## src/rtl/scratch_pkg.sv

```systemverilog
package scratch_pkg;

    parameter int WORD_W = 16;
    parameter int LANE_W = 8;
    parameter int DEPTH  = 16;
    parameter int N_SETS = 4;

    localparam int N_LANES = WORD_W / LANE_W;
    localparam int ADDR_W  = $clog2(DEPTH);
    localparam int SETS_W  = N_SETS * ADDR_W;

    typedef logic [WORD_W-1:0]  word_t;
    typedef logic [ADDR_W-1:0]  addr_t;
    typedef logic [N_LANES-1:0] lane_t;
    typedef logic [N_SETS-1:0]  sel_t;

    typedef struct packed {
        addr_t addr;
        logic  err;
    } route_t;

    typedef struct packed {
        logic  en;
        addr_t addr;
        word_t data;
        word_t mask;
    } wreq_t;

    function automatic word_t lane_to_mask(lane_t l);
        word_t m;
        for (int i = 0; i < N_LANES; i++) begin
            m[i*LANE_W +: LANE_W] = {LANE_W{l[i]}};
        end
        return m;
    endfunction

    function automatic logic is_onehot(sel_t s);
        int n;
        n = 0;
        for (int i = 0; i < N_SETS; i++) begin
            n = n + int'(s[i]);
        end
        return (n == 1);
    endfunction

endpackage

```

## src/rtl/sp_addr_route.sv

```systemverilog
module sp_addr_route
    import scratch_pkg::*;
(
    input  logic [SETS_W-1:0] sets,
    input  sel_t              sel,
    output route_t            route
);

    addr_t gated [N_SETS];
    addr_t merged;
    logic  ok;

    genvar k;
    generate
        for (k = 0; k < N_SETS; k++) begin : g_gate
            assign gated[k] = sets[k*ADDR_W +: ADDR_W] & {ADDR_W{sel[k]}};
        end
    endgenerate

    always_comb begin
        merged = '0;
        for (int i = 0; i < N_SETS; i++) begin
            merged = merged | gated[i];
        end
    end

    assign ok = is_onehot(sel);

    always_comb begin
        route.err  = !ok;
        route.addr = ok ? merged : sets[ADDR_W-1:0];
    end

endmodule

```

## src/rtl/sp_write_ctrl.sv

```systemverilog
module sp_write_ctrl
    import scratch_pkg::*;
(
    input  addr_t addr,
    input  lane_t lane_we,
    input  word_t wdata,
    output wreq_t req
);

    always_comb begin
        req.en   = |lane_we;
        req.addr = addr;
        req.data = wdata;
        req.mask = lane_to_mask(lane_we);
    end

endmodule

```

## src/rtl/sp_store.sv

```systemverilog
module sp_store
    import scratch_pkg::*;
(
    input  logic  clk,
    input  logic  rst,
    input  wreq_t req,
    input  addr_t raddr,
    output word_t rword
);

    word_t mem [DEPTH];

    genvar w;
    generate
        for (w = 0; w < DEPTH; w++) begin : g_word
            always_ff @(posedge clk) begin
                if (rst) begin
                    mem[w] <= '0;
                end else if (req.en && (req.addr == addr_t'(w))) begin
                    mem[w] <= (mem[w] & ~req.mask) | (req.data & req.mask);
                end
            end
        end
    endgenerate

    assign rword = mem[raddr];

endmodule

```

## src/rtl/sp_regfile.sv

```systemverilog
module sp_regfile
    import scratch_pkg::*;
(
    input  logic                     clk,
    input  logic                     rst,
    input  logic [SETS_W-1:0]        addr_sets,
    input  logic [N_SETS-1:0]        set_sel,
    input  logic [N_LANES-1:0]       lane_we,
    input  logic [WORD_W-1:0]        wdata,
    input  logic                     out_en,
    output logic [WORD_W-1:0]        rdata,
    output logic                     sel_err
);

    route_t route;
    wreq_t  req;
    word_t  rword;

    sp_addr_route u_route (
        .sets  (addr_sets),
        .sel   (set_sel),
        .route (route)
    );

    sp_write_ctrl u_wctl (
        .addr    (route.addr),
        .lane_we (lane_we),
        .wdata   (wdata),
        .req     (req)
    );

    sp_store u_store (
        .clk   (clk),
        .rst   (rst),
        .req   (req),
        .raddr (route.addr),
        .rword (rword)
    );

    assign rdata   = out_en ? rword : '0;
    assign sel_err = route.err;

endmodule

```

## config.mk

```make
export PLATFORM = sky130hd
export DESIGN_NAME = sp_regfile
export DESIGN_NICKNAME = d
export VERILOG_FILES = /design/src/rtl/scratch_pkg.sv /design/src/rtl/sp_addr_route.sv /design/src/rtl/sp_write_ctrl.sv /design/src/rtl/sp_store.sv /design/src/rtl/sp_regfile.sv
export SDC_FILE = /design/constraint.sdc
export NUM_CORES = 1
export LEC_CHECK = 0
export ABC_AREA = 0
export BUFFER_PORTS_ARGS = -buffer_cell sky130_fd_sc_hd__buf_2
export CORE_MARGIN = 2
export CORE_UTILIZATION = 45
export DETAILED_ROUTE_END_ITERATION = 7
export SETUP_SLACK_MARGIN = 0.4
export SYNTH_ARGS = -nofsm -noshare
export SYNTH_HDL_FRONTEND = slang
export SYNTH_SLANG_ARGS = --single-unit
export TNS_END_PERCENT = 30
```

## constraint.sdc

```tcl
create_clock -name clk -period 5.7 [get_ports clk]
set_input_delay 1.14 -clock clk [delete_from_list [all_inputs] [get_ports clk]]
set_output_delay 1.14 -clock clk [all_outputs]
set_load 0.02 [all_outputs]
```

==> impl_results.md <==
- Root Buffer: clkbuf_16
- Syn. warnings: 0
- Post-place instance area: 0.0144 mm2
- Slowest cell delay on critical path: 480 ps
- TritonCTS clock tree: done
- Final design utilization: 0.528
- Hold Slack: 650 ps
- GPL Wtd Cong: 0.855
- Number of flops mapped to enable cells by yosys: 256
- WL per Instance: 24.1 um
- Met2 WL: 18.7 mm
- Clk pin slew, worst setup/hold paths: 60 ps
- Total track usage: 0.261
- Crit path capture type: output pin
- Most common cell on crit path: buf_4
- Yosys top cell area share: 0.563
- Commonest cells in the netlist: 256 x edfxtp_1, 256 x nand2b_1, 244 x a21oi_1
- DPL Wire Length: 26.1 mm
- Final Max Tran Viols: 0
- Global-route wire length before repair: 63.1 mm
- Minimum clock period: 5280 ps
- Vias in the first global route: 10164
- Sequential fraction of the synthesis area: 0.563
- Status: complete, no violations
- Mean Syn Cell Area: 10.9 um2
- Cell taking the most area after synthesis: edfxtp_1
- Buf/Inv on CP: 5
- Leakage power: 5.34 nW
- Placed Instances: 1644
- CP required: 4560 ps
- Area Overhead vs Synth: 15.0%
- Number of antenna violations at the first check in global routing: 0
- Post-route DRC violation count: 0
- Top layer in use: met4
- Overall power: 5.07 mW
- I/O pin count: 58
- CTS Buf Count: 29
- Worst-Margin Slew: 1080 ps
- GRT overflow: 0
- Initial Util: 0.459
- Clock Skew: 0 ps
- Num rows: 63
- WP data arrival: 4140 ps
- Clk buf depth: 3
- Max-cap viol count: 0
- Via density: 6.13
- Met3 WL: 3.06 mm
- Wire length on met1: 18.6 mm
- Setup violators final: 0
- Period utilization: 0.926
- Syn nets: 1296
- Antenna-violating nets left: 0
- Initial DRC count: 1329
- Mapped Cells: 1252
- Max reg flops: 256
- Biggest regs: u_store.mem: 256 flops
- Buffers on Ports: 57
- TNS Setup: 0 ps
- Top post-synthesis cells by area: edfxtp_1 56%, nand2b_1 12%, a21oi_1 8.9%
- H-tree Lvls: 1
- Sw frac: 0.294
- Finished Cell Area: 0.0157 mm2
- PwrDens: 323 mW/mm2
- Post-synth ARST share: 0
- Clock power share: 0.349
- Inserted Diodes: 0
- Core ar.: 0.0297 mm2
- Share of cells above drive strength 1: 0.197
- Seq pwr share: 0.448
- Reg with most FFs: u_store.mem
- CTS sink count: 256
- Comb power frac: 0.203
- Initial DRT Pass Iterations: 6
- Worst-case vdd ir drop: 0.000231 V
- Largest net degree at the start of global routing: 87
- Slew headroom: 0.278
- Critical path peak fanout: 8
- Clk_lat worst skew: 560 ps
- NetSw: 1.49 mW
- Number of nets in the layout: 1343
- CP max-delay cell: fa_2
- Final Hold Viols: 0
- Die width: 178 um
- Filler cells: 2635
- Crit path cell chain: buf_2, ha_4, inv_2, fa_2, o41ai_2, buf_4, a22o_4, or2_4, bufbuf_16, o22ai_1, o21ai_0, nor4b_2, buf_4
- Mapped Area: 0.0136 mm2
- Unrepaired setup endpoints after global routing: yes
- Setup ws final: 422 ps
- CP top delay family: compound AO/OA/AOI/OAI gates
- WS Path Type: in2out
- #FFs+latches synth: 256
- Synth Flop Type: edfxtp_1
- Startpoint types: input port
- Die area: 0.0317 mm2
- Hold buffers post-CTS: 0
- Routed vias: 10481
- Pint: 3.58 mW
- Final Non-Filler Cells: 1711
- Die Height: 178 um
- Pre-CTS setup slack: 184 ps
- Hold WC Path Type: reg2reg
- Fmax achieved: 189 MHz
- Routed WL: 41.3 mm
- Synth cell types: 46
## placed cells by master, fill, tap and decap left out, types with 3 or more instances in the layout
cell type	netlist	routed
nor4_1	16	13
clkbuf_1	65	7
o22ai_1	65	65
o21ai_1	2	14
a21oi_1	244	238
a21oi_2	31	37
a21o_1	6	6
edfxtp_1	256	256
inv_2	1	3
nor2_1	15	15
nor3_1	60	60
nand2_2	7	7
nor4b_2	15	10
buf_6	13	3
clkbuf_16	0	29
o21ai_2	3	4
nor4_2	0	3
buf_12	0	10
o22a_1	30	30
clkinv_2	0	10
clkinv_1	1	5
a222oi_1	4	4
nand2_1	41	41
nand2_4	5	4
o21a_1	19	16
or3_1	6	6
buf_4	5	55
o21ai_0	33	18
buf_2	22	50
nor4b_4	0	5
nand2b_1	256	256
inv_1	5	3
## layer usage
layer / GRT usage / vias up
met3: 0.0386 / 67
met2: 0.404 / 452
li1: - / 4754
met4: 0.0690 / 0
met1: 0.384 / 5208
met5: 0 / -
## logic make-up after synthesis
kind of cell               Yosys count  synth area share
AOI/OAI and AO/OA                  448             0.197
and+or+nand+nor                    431             0.195
DFF                                256             0.563
buffers and inverters              114            0.0419
adders and majority gates            3           0.00330
## area by class of cell
class	count	area, um2	area share
Clock buffer	36	752	0.0479
Clock inverter	17	113	0.00718
Inverter	7	26.3	0.00167
Multi-Input combinational cell	882	5610	0.357
Sequential cell	256	7690	0.490
Tap cell	390	488	0.0311
Timing Repair Buffer	123	1020	0.0650
## power groups by stage
stage / sequential (mW) / combinational (mW) / clock [mW]
floorplan: 2.28 / 0.591 / 0
global placement: 2.31 / 0.901 / 0
detailed placement: 2.31 / 0.904 / 0
CTS: 2.27 / 0.983 / 1.78
global route: 2.28 / 1.09 / 1.85
finish: 2.27 / 1.03 / 1.77
## worst paths after layout
kind / from / cells after the start / to / slack [ps]
max reg2reg: u_store.mem[12][14] / 2 / u_store.mem[12][14] / 4770
min: u_store.mem[12][15] / 2 / u_store.mem[12][15] / 650
min reg2reg: u_store.mem[12][15] / 2 / u_store.mem[12][15] / 650
max: set_sel[1] / 13 / rdata[1] / 420
## what timing repair did
action                                  CTS  global route
setup buffers                             8             2
gates resized for setup                  33            30
pin swaps                                15            11
endpoints found under the setup margin   16            16
hold endpoints to repair                  0             0
cloned                                    3             1
## worst reg2reg max path, delay by kind of cell (launching register included)
kind               cells  cell delay [ps]
and+or+nand+nor        1              140
AOI/OAI and AO/OA      1               70
DFF                    1              450
Note: power is estimated with default switching activity, not from simulation.
